--- config.mk ---
export PLATFORM = sky130hd
export DESIGN_NAME = rstgate_top
export DESIGN_NICKNAME = d
export VERILOG_FILES = /design/src/rtl/rstgate_pkg.sv /design/src/rtl/rstgate_ctrl.sv /design/src/rtl/rstgate_dp.sv /design/src/rtl/rstgate_top.sv
export SDC_FILE = /design/constraint.sdc
export NUM_CORES = 1
export LEC_CHECK = 0
export ABC_CLOCK_PERIOD_IN_PS = 2200
export BUFFER_PORTS_ARGS = -buffer_cell sky130_fd_sc_hd__buf_2
export CAP_MARGIN = 20
export CORE_AREA = 2 2 105 86
export CTS_CLUSTER_DIAMETER = 120
export CTS_CLUSTER_SIZE = 25
export DETAILED_ROUTE_END_ITERATION = 8
export DIE_AREA = 0 0 107 88
export GPL_ROUTABILITY_DRIVEN = 0
export HOLD_SLACK_MARGIN = 0.05
export PLACE_DENSITY = 0.56
export SYNTH_ARGS = -nofsm -noshare
export SYNTH_HDL_FRONTEND = slang
export SYNTH_SLANG_ARGS = --single-unit
--- constraint.sdc ---
create_clock -name clk -period 2.2 [get_ports clk]
set_input_delay 0.11 -clock clk [delete_from_list [all_inputs] [get_ports clk]]
set_output_delay 0.11 -clock clk [all_outputs]
set_load 0.02 [all_outputs]
--- src/rtl/rstgate_pkg.sv ---
package rstgate_pkg;

  localparam int REG_W    = 32;
  localparam int SRST_BIT = 31;
  localparam int GATE_BIT = 30;

  // Word alias selected by address bits 3:2
  typedef enum logic [1:0] {
    SEL_PLAIN = 2'd0,
    SEL_SET   = 2'd1,
    SEL_CLR   = 2'd2,
    SEL_NONE  = 2'd3
  } regSel_e;

  // Strobes from control to datapath
  typedef struct packed {
    logic wrPlain;
    logic wrSet;
    logic wrClr;
    logic rdHit;
    logic rdMiss;
    logic hwGateSet;
  } ctrlStrobe_t;

endpackage

--- src/rtl/rstgate_ctrl.sv ---
module rstgate_ctrl
  import rstgate_pkg::*;
#(
  parameter int HOLD_CYCLES = 8,
  parameter int ADDR_W      = 4
) (
  input  logic              clk,
  input  logic              rstN,
  input  logic              busWrEn,
  input  logic              busRdEn,
  input  logic [ADDR_W-1:0] busAddr,
  input  logic              softResetQ,
  output ctrlStrobe_t       strobe
);

  localparam int CNT_W = $clog2(HOLD_CYCLES + 1);
  localparam logic [CNT_W-1:0] CNT_MAX  = CNT_W'(HOLD_CYCLES);
  localparam logic [CNT_W-1:0] CNT_LAST = CNT_W'(HOLD_CYCLES - 1);

  logic              upperZero;
  logic [CNT_W-1:0]  holdCnt;
  regSel_e           sel;
  logic              mapped;

  generate
    if (ADDR_W > 4) begin : g_upper
      assign upperZero = (busAddr[ADDR_W-1:4] == '0);
    end else begin : g_noUpper
      assign upperZero = 1'b1;
    end
  endgenerate

  assign sel    = regSel_e'(busAddr[3:2]);
  assign mapped = upperZero && (sel != SEL_NONE);

  // Hold counter: counts edges while soft reset is held, saturates
  always_ff @(posedge clk or negedge rstN) begin
    if (!rstN) begin
      holdCnt <= '0;
    end else if (!softResetQ) begin
      holdCnt <= '0;
    end else if (holdCnt != CNT_MAX) begin
      holdCnt <= holdCnt + 1'b1;
    end
  end

  always_comb begin
    strobe           = '0;
    strobe.wrPlain   = busWrEn && mapped && (sel == SEL_PLAIN);
    strobe.wrSet     = busWrEn && mapped && (sel == SEL_SET);
    strobe.wrClr     = busWrEn && mapped && (sel == SEL_CLR);
    strobe.rdHit     = busRdEn && mapped;
    strobe.rdMiss    = busRdEn && !mapped;
    strobe.hwGateSet = softResetQ && (holdCnt == CNT_LAST);
  end

endmodule

--- src/rtl/rstgate_dp.sv ---
module rstgate_dp
  import rstgate_pkg::*;
(
  input  logic              clk,
  input  logic              rstN,
  input  ctrlStrobe_t       strobe,
  input  logic [REG_W-1:0]  busWData,
  output logic [REG_W-1:0]  ctrlQ,
  output logic [REG_W-1:0]  busRData
);

  logic [REG_W-1:0] nextVal;

  always_comb begin
    nextVal = ctrlQ;
    if (strobe.wrPlain) nextVal = busWData;
    if (strobe.wrSet)   nextVal = ctrlQ | busWData;
    if (strobe.wrClr)   nextVal = ctrlQ & ~busWData;
    // Hardware gate set overrides a simultaneous software clear
    if (strobe.hwGateSet) nextVal[GATE_BIT] = 1'b1;
  end

  always_ff @(posedge clk or negedge rstN) begin
    if (!rstN) begin
      ctrlQ    <= '0;
      busRData <= '0;
    end else begin
      ctrlQ <= nextVal;
      if (strobe.rdHit) begin
        busRData <= ctrlQ;
      end else if (strobe.rdMiss) begin
        busRData <= '0;
      end
    end
  end

endmodule

--- src/rtl/rstgate_top.sv ---
module rstgate_top
  import rstgate_pkg::*;
#(
  parameter int HOLD_CYCLES = 8,
  parameter int ADDR_W      = 4
) (
  input  logic              clk,
  input  logic              rstN,
  input  logic              busWrEn,
  input  logic              busRdEn,
  input  logic [ADDR_W-1:0] busAddr,
  input  logic [31:0]       busWData,
  output logic [31:0]       busRData,
  output logic              coreReset,
  output logic              coreClkEn
);

  ctrlStrobe_t      strobe;
  logic [REG_W-1:0] ctrlQ;

  rstgate_ctrl #(
    .HOLD_CYCLES (HOLD_CYCLES),
    .ADDR_W      (ADDR_W)
  ) ctrl_i (
    .clk        (clk),
    .rstN       (rstN),
    .busWrEn    (busWrEn),
    .busRdEn    (busRdEn),
    .busAddr    (busAddr),
    .softResetQ (ctrlQ[SRST_BIT]),
    .strobe     (strobe)
  );

  rstgate_dp dp_i (
    .clk      (clk),
    .rstN     (rstN),
    .strobe   (strobe),
    .busWData (busWData),
    .ctrlQ    (ctrlQ),
    .busRData (busRData)
  );

  assign coreReset = ctrlQ[SRST_BIT];
  assign coreClkEn = ~ctrlQ[GATE_BIT];

endmodule

* After elaboration in Yosys (flattened, before gate mapping)
Cells that the tools add are included.
** Storage, ports and cells
- Register bits after elaboration :: 68
- Output and inout port bits :: 34
** Cells by class
- Add/sub/neg operators :: 1
- Equality and inequality tests :: 6
- Mux-type cells :: 8
- Bitwise logic cells :: 4
- Reductions and logical operators :: 12
** Operators with widths (number)
- two-way mux 32 bit :: 5
- AND 32 bit :: 1
- inverter 32 bit :: 1
- OR 32 bit :: 1
- two-way mux 4 bit :: 2
- logical AND 1 bit :: 7
- adder 4 x 1 -> 4 bit (second input constant) :: 1
- equality test 4 x 3 -> 1 bit (second input constant) :: 1
- inequality test 2 bit (second input constant) :: 2
- inequality test 4 bit (second input constant) :: 1
- nonzero test 4 bit :: 1
- nonzero test 3 bit :: 1
- equality test 2 x 1 -> 1 bit (second input constant) :: 1
- equality test 2 bit (second input constant) :: 1
- zero test 2 bit :: 1
- nonzero test 2 bit :: 1
- zero test 1 bit :: 1
- two-way mux 1 bit :: 1
- inverter 1 bit :: 1

* Logic depth before layout (Yosys ltp)
Gate-level depths: netlist of the first run.
- Depth in word-level cells :: 7
- Gate-level depth with buffers :: 5

* Cells and area by module
Synthesis of the first run repeated with hierarchy kept, for this count alone.
** Second synthesis, totals
- Cell total of the unflattened synthesis :: 246
- Area, all modules :: 2905.3 µm²
** By module, submodules not included
- rstgate_dp :: times used 1, cells each 219, area each 2628.8 µm²
- rstgate_ctrl :: times used 1, cells each 26, area each 272.8 µm²
- rstgate_top :: times used 1, cells each 1, area each 3.8 µm²

* Worst setup path after synthesis of the first run
No wires, ideal clock.
- Path kind :: reg-to-reg
- Start point :: register ctrl_i.holdCnt[0]
- End point :: register ctrl_i.holdCnt[0]
- Library setup time :: 0.119 ns
- Arrival time :: 0.999 ns
- Slack :: 1.082 ns
- Stages on the path, launching flop included :: 6
- Buffers on the path :: 0
- Clock period less this slack :: 1.118 ns
- Path through :: dfrtp_1 inv_1 ha_1 nand3b_1 xnor2_1 and2_1
** Between the ends
- Cells in the longest elaborated chain, start to end :: 3
** RTL lines
- from (decl) :: RTL line rstgate_ctrl.sv:21 : logic [CNT_W-1:0] holdCnt;
- from (signal assigned) :: RTL line rstgate_ctrl.sv:43 : holdCnt <= holdCnt + 1'b1;
- adder 4 x 1 -> 4 bit :: RTL line rstgate_ctrl.sv:43
- two-way mux 4 bit :: RTL line rstgate_ctrl.sv:42 : end else if (holdCnt != CNT_MAX) begin
- two-way mux 4 bit :: RTL line rstgate_ctrl.sv:40 : end else if (!softResetQ) begin
Several ways; a longest one is shown, not always the timed one. The select of a mux whose other input is x is not followed.
A chain may end at the register's enable or synchronous reset.

* Worst setup path after layout of the first run
Same ends and word-level chain as after synthesis.

==> flow_summary_export.csv, run 1 <==
group,metric,value,unit
layout,drive_gt1_share,28.1,%
sta,final-hold-violation-count,0,
layout,final_util,45.4,%
worst_setup_path,path_max_fanout,3,
layout,area_growth,32.9,%
power,vdd_drop_max,0.000360,V
global_routing,grt_pass1_wl,11200,µm
detailed_routing,post-route-drc-count,0,
die,start_util,34.1,%
detailed_routing,dr_total_vias,2257,
synthesis,ys_types,23,
flow_run,cap_violations,0,
synthesis,netlist_area,2860,µm²
sta,fin_ws,0.987,ns
synthesis,synth_cells,267,
worst_setup_path,cp-start-kind,"flip-flop",
cts,clk_latency,0.34,ns
sta,report.final.setup_viol,0,
cts,cts_root_buffer,"clkbuf_8",
sta,tightest_slew,0.495,ns
die,core_area,8370,µm²
global_routing,grt_antenna_before_repair,0,
detailed_routing,drtIter0Drc,120,
synthesis,synth_area_leaders,"dfrtp_1 60%, o21ai_0 11%, a22o_1 5.5%",
layout,multi_input_area,896,µm²
detailed_routing,avgViaCountPerCell,4.62,
cts,cts_sinks,68,
detailed_routing,postRouteAntennaNets,0,
sta,finalCritPeriodShare,55.1,%
sta,relSlewSlack,66.9,%
placed_design,place_ws,0.784,ns
die,die_x,107,µm
worst_setup_path,critPathArrivalTime,1.45,ns
placed_design,hpwl,3950,µm
power,power_per_cell_area,812,nW/µm²
detailed_routing,firstDrtPassIters,4,
die,io_pins,74,
synthesis,seq_area_frac_synth,59.5,%
sta,fmax,824,MHz
cts,cts_htree_levels,3,
die,rows,30,
cts,cts_resized,0,
global_routing,overflow,0,
status,status,"completed",
power,leakage,0.00186,µW
worst_setup_path,crit_type,"reg2reg",
placed_design,place_inst,440,
cts,cts_buffers,9,
cts,cts_tree,"built",
cts,cts-hold-fix-buffers,33,
global_routing,grt_usage,15.6,%
global_routing,grt_pass1_vias,2214,
synthesis,ys_warn_count,0,
synthesis,synth-edff-count,0,
cts,path_clk_slew,0.07,ns
worst_setup_path,end_kind,"flip-flop",
worst_setup_path,cp.required,2.43,ns
sta,drv_slew,0,
layout,fin_nets,414,
layout,finalNonFillerCells,489,
cts,post_cts_buffers,0,
min_path,min_path_type,"in2reg",
synthesis,synth-main-ff-cell,"dfrtp_1",
layout,diodes,0,
synthesis,yosysMostFrequentCell,"dfrtp_1",
synthesis,syn_nets,309,
global_routing,grt_max_degree,69,
die,die_y,88,µm
placed_design,port_buffers,71,
sta,rsz0062_at_grt,"no",
detailed_routing,avgRoutedWirePerCell,13.9,µm
synthesis,netlist.area_leader.share,59.5,%
sta,period_minus_slack,1.21,ns
synthesis,synthArstFlopShare,100,%
die,fp.dieArea,9420,µm²
synthesis,synth_area_leader_cell,"dfrtp_1",
synthesis,synth_common_cells,"68 x dfrtp_1, 64 x o21ai_0, 36 x inv_1",
layout,register_area,1700,µm²
cts,clockBufferDepth,2,
sta,finClkSkew,0.00742,ns
detailed_routing,drt_wl_total,6810,µm
synthesis,avgSynthCellArea,10.7,µm²
synthesis,ys_seq_elements,68,
layout,n_fill_cell,801,
sta,fin_setup_tns,0,ns
## layer usage
metal  vias to the layer above  share of wire [%]  track usage [%]  wire length, µm
met2                        60                 44             24.3             3010
met1                      1080                 49             21.1             3360
met4                         0                1.6             6.02              107
met5                         -                  0                0                0
met3                        11                4.8             4.24              325
li1                       1106                  -                -                -
## cell families (layout without fill, tap and decap cells)
family / count (synthesis) / count (layout) / share of synthesized area [%]
fa+ha+maj: 2 / 2 / 0.876
buf+inv: 52 / 162 / 9.19
xor+xnor: 2 / 2 / 0.613
compound gates: 99 / 99 / 22.7
flops: 68 / 68 / 59.5
simple gates: 44 / 44 / 7.05
## worst paths after layout
path / endpoint / cells after the start / start / slack [ns]
max in group asynchronous: dp_i.busRData[16] / 3 / rstN / 1.56
min: dp_i.ctrlQ[14] / 4 / busAddr[2] / 0.27
min in group asynchronous: dp_i.ctrlQ[25] / 3 / rstN / 0.31
max: ctrl_i.holdCnt[0] / 5 / ctrl_i.holdCnt[0] / 0.99
max reg2reg: ctrl_i.holdCnt[0] / 5 / ctrl_i.holdCnt[0] / 0.99
min reg2reg: dp_i.busRData[26] / 2 / dp_i.ctrlQ[26] / 0.48
## stage by stage
step	hold slack [ns]	cell area, µm²	total power, µW
floorplan	-0.186	2860	1890
global placement	0.166	3290	2110
detailed placement	0.170	3290	2120
CTS	0.260	3800	3130
global route	0.306	3800	3260
finish	0.266	3800	3080
## layout by cell type (no fill, tap or decap), drive strengths merged
master | synthesis | final
a21boi | 2 | 2
a221o | 1 | 1
a22o | 31 | 31
and2 | 2 | 2
and4b | 1 | 1
buf | 13 | 77
clkbuf | 3 | 15
clkinv | 0 | 1
dfrtp | 68 | 68
dlygate4sd3 | 0 | 33
ha | 2 | 2
inv | 36 | 36
nand2 | 34 | 34
nand2b | 1 | 1
nand3 | 2 | 2
nand3b | 2 | 2
nor2b | 2 | 2
o21ai | 65 | 65
xnor2 | 2 | 2
## worst max-delay path, cell delays in order, from the launching register on
cell	delay, ns
dfrtp_1	0.40
inv_1	0.10
ha_1	0.17
nand3b_1	0.14
xnor2_1	0.15
and2_1	0.15
## state kept, by name, indices dropped and copies added, names as in the netlist
signal / flops
dp_i.busRData: 32
dp_i.ctrlQ: 32
ctrl_i.holdCnt: 4
## cell type report
cell class	count	share of cell area, %
Sequential cell	68	44.8
Clock inverter	1	0.132
Clock buffer	15	4.65
Inverter	36	3.56
Multi-Input combinational cell	147	23.6
Timing Repair Buffer	110	19.6
Tap cell	112	3.69
## where the power goes
group / internal (µW) / switching, µW / leakage, µW
Combinational: 264 / 336 / 0.000920
Sequential: 1430 / 105 / 0.000848
Clock: 502 / 446 / 0.0000937
Note: power is estimated with default switching activity, not from simulation.
==> run 2: changes to the inputs <==
--- a/config.mk
+++ b/config.mk
@@ -5,17 +5,18 @@
 export SDC_FILE = /design/constraint.sdc
 export NUM_CORES = 1
 export LEC_CHECK = 0
-export ABC_CLOCK_PERIOD_IN_PS = 2200
+export ABC_AREA = 1
+export ABC_CLOCK_PERIOD_IN_PS = 1000
 export BUFFER_PORTS_ARGS = -buffer_cell sky130_fd_sc_hd__buf_2
 export CAP_MARGIN = 20
-export CORE_AREA = 2 2 105 86
+export CORE_AREA = 2 2 108 89
 export CTS_CLUSTER_DIAMETER = 120
 export CTS_CLUSTER_SIZE = 25
 export DETAILED_ROUTE_END_ITERATION = 8
-export DIE_AREA = 0 0 107 88
+export DIE_AREA = 0 0 110 91
 export GPL_ROUTABILITY_DRIVEN = 0
 export HOLD_SLACK_MARGIN = 0.05
-export PLACE_DENSITY = 0.56
+export PLACE_DENSITY = 0.57
 export SYNTH_ARGS = -nofsm -noshare
 export SYNTH_HDL_FRONTEND = slang
 export SYNTH_SLANG_ARGS = --single-unit
==> constraint.sdc (replaced) <==
create_clock -name clk -period 1 [get_ports clk]
set_input_delay 0.05 -clock clk [delete_from_list [all_inputs] [get_ports clk]]
set_output_delay 0.05 -clock clk [all_outputs]
set_load 0.02 [all_outputs]
==> run 2 against run 1 <==
Register-to-register slack got worse by 1.1 ns; the run now ends with setup timing left; largest power group unchanged; power grew 130%; clock skew fell by 0.0013 ns; highest routed layer unchanged; cell count rose by 18%; die area grew 6.3%; non-clock buffer count rose by 13; routed wire length is 7.2% higher.
==> flow_summary_export.csv, run 2 <==
group,metric,value,unit
power,power_per_cell_area,1720,nW/µm²
cts,cts_sinks,68,
global_routing,grt_max_degree,69,
placed_design,port_buffers,71,
placed_design,placed_cell_area,3580,µm²
die,start_util,34.1,%
sta,rsz0062_at_grt,"yes",
status,failed_checks,"setup timing",
die,fp.dieArea,10000,µm²
synthesis,netlist.area_leader.share,56.1,%
synthesis,avgSynthCellArea,8.71,µm²
cts,cts_tree,"built",
synthesis,netlist_area,3030,µm²
die,core_area,8880,µm²
detailed_routing,drt_wl_total,7300,µm
layout,fin_area,4130,µm²
die,die_x,110,µm
sta,fin_ws,-0.0685,ns
flow_run,cap_violations,0,
cts,clockBufferDepth,2,
detailed_routing,avgRoutedWirePerCell,12.7,µm
sta,period_minus_slack,1.07,ns
sta,relSlewSlack,75.8,%
synthesis,syn_nets,390,
cts,path_clk_slew,0.07,ns
layout,reg.largest.list,"dp_i.busRData (32), dp_i.ctrlQ (32), ctrl_i.holdCnt (4)",
power,p_total,7130,µW
sta,final-hold-violation-count,0,
status,status,"complete, but fails checks",
cts,cts_buffers,9,
synthesis,ys_warn_count,0,
global_routing,overflow,0,
sta,report.final.setup_viol,3,
cts,cts_root_buffer,"clkbuf_8",
synthesis,synth_cells,348,
global_routing,grt_pass1_vias,2555,
global_routing,grt_antenna_before_repair,0,
layout,n_fill_cell,878,
synthesis,seq_area_frac_synth,56.1,%
sta,fmax,936,MHz
placed_design,place_ws,-0.126,ns
detailed_routing,post-route-drc-count,0,
power,vdd_drop_max,0.000725,V
layout,mostFrequentLayoutCells,"70 x buf_2, 67 x dfrtp_1, 63 x nand3_1",
placed_design,hpwl,4580,µm
die,rows,31,
synthesis,synth_area_leaders,"dfrtp_1 56%, nand3_1 11%, o21ai_0 5.3%",
detailed_routing,firstDrtPassIters,4,
synthesis,synth-main-ff-cell,"dfrtp_1",
layout,fin_nets,499,
detailed_routing,dr_total_vias,2652,
placed_design,place_inst,523,
detailed_routing,drtIter0Drc,147,
worst_setup_path,cp.required,1.22,ns
sta,whs,0.0940,ns
synthesis,synth-edff-count,0,
cts,clk_latency,0.33,ns
layout,area_growth,36.4,%
layout,drive_gt1_share,25.8,%
worst_setup_path,cp-start-kind,"flip-flop",
detailed_routing,avgViaCountPerCell,4.60,
detailed_routing,postRouteAntennaNets,0,
layout,finalNonFillerCells,576,
synthesis,synthArstFlopShare,100,%
synthesis,ys_seq_elements,68,
min_path,min_path_type,"in2reg",
worst_setup_path,critPathArrivalTime,1.29,ns
worst_setup_path,path_max_fanout,3,
layout,diodes,0,
die,die_y,91,µm
sta,drv_slew,0,
cts,cts_htree_levels,3,
sta,tightest_slew,0.363,ns
synthesis,yosysMostFrequentCell,"dfrtp_1",
sta,finClkSkew,0.00611,ns
synthesis,ys_types,16,
global_routing,grt_usage,15.6,%
synthesis,synth_common_cells,"68 x dfrtp_1, 66 x nand3_1, 40 x inv_1",
layout,final_common_cell,"buf_2",
power,leakage,0.00204,µW
worst_setup_path,crit_type,"reg2reg",
sta,finalCritPeriodShare,107,%
global_routing,grt_pass1_wl,12300,µm
synthesis,synth_area_leader_cell,"dfrtp_1",
worst_setup_path,end_kind,"flip-flop",
die,io_pins,74,
==> run 2: final cells by class <==
class                           instances  area, µm²  share of cell area [%]
Sequential cell                        68       1700                    41.2
Multi-Input combinational cell        215       1070                    26.0
Timing Repair Buffer                  123        913                    22.1
Inverter                               40        150                    3.63
Tap cell                              115        144                    3.48
Clock buffer                           12        135                    3.27
Clock inverter                          3       15.0                   0.363
==> run 2: logic make-up (layout without fill, tap and decap cells) <==
logic type | after synthesis | in the layout | synth area share [%]
flip-flops | 68 | 68 | 56.1
AND/OR/NAND/NOR | 149 | 149 | 22.7
XOR/XNOR | 1 | 1 | 0.289
AO/OA/AOI/OAI | 63 | 63 | 10.4
adder cells (fa/ha/maj) | 2 | 2 | 0.825
buffers and inverters | 65 | 178 | 9.62
==> run 2: metrics by stage <==
stage	TNS, ns	util [%]
3_5_place_dp	-0.334	40.3
2_1_floorplan	0	-
3_3_place_gp	-0.0925	40.3
4_1_cts	-0.151	46.3
6_report	-0.193	46.5
5_1_grt	-0.498	46.5
==> run 2: where the power goes <==
group          internal [µW]  total (µW)  switching (µW)
logic                    783        1810            1030
clock network            877        1840             967
registers               3210        3480             265
total                   4870        7130            2260
==> run 2: per-layer routing <==
metal  part of all wire (%)  routed length [µm]  vias up  GRT usage, %
li1                       -                   -     1357             -
met1                     49                3550     1218          22.1
met2                     45                3300       70          23.9
met3                    5.3                 385        7          3.88
met4                   0.84                  61        0          4.11
met5                      0                   0        -             0
==> run 2: final timing paths <==
path | start | endpoint | slack [ns] | depth (start not counted)
max | ctrl_i.holdCnt[1] | ctrl_i.holdCnt[1] | -0.07 | 7
min | busAddr[3] | dp_i.ctrlQ[30] | 0.09 | 4
max reg2reg | ctrl_i.holdCnt[1] | ctrl_i.holdCnt[1] | -0.07 | 7
min reg2reg | dp_i.ctrlQ[24] | dp_i.busRData[24] | 0.51 | 2
max in group asynchronous | rstN | dp_i.ctrlQ[31] | 0.44 | 3
min in group asynchronous | rstN | dp_i.busRData[30] | 0.26 | 3
==> run 2: timing repair <==
item	4_1_cts	5_1_grt
buffers inserted	4	1
endpoints found under the setup margin	5	5
hold buffers	33	0
pin swaps	3	3
gates resized for setup	7	5
hold endpoints to repair	100	0
==> run 2: worst max-delay path, stage by stage (launching register included) <==
cell	delay [ns]
dfrtp_1	0.39
inv_1	0.07
ha_2	0.17
nand2_2	0.05
inv_2	0.08
nand3_4	0.08
nand3_2	0.08
nand2_2	0.04
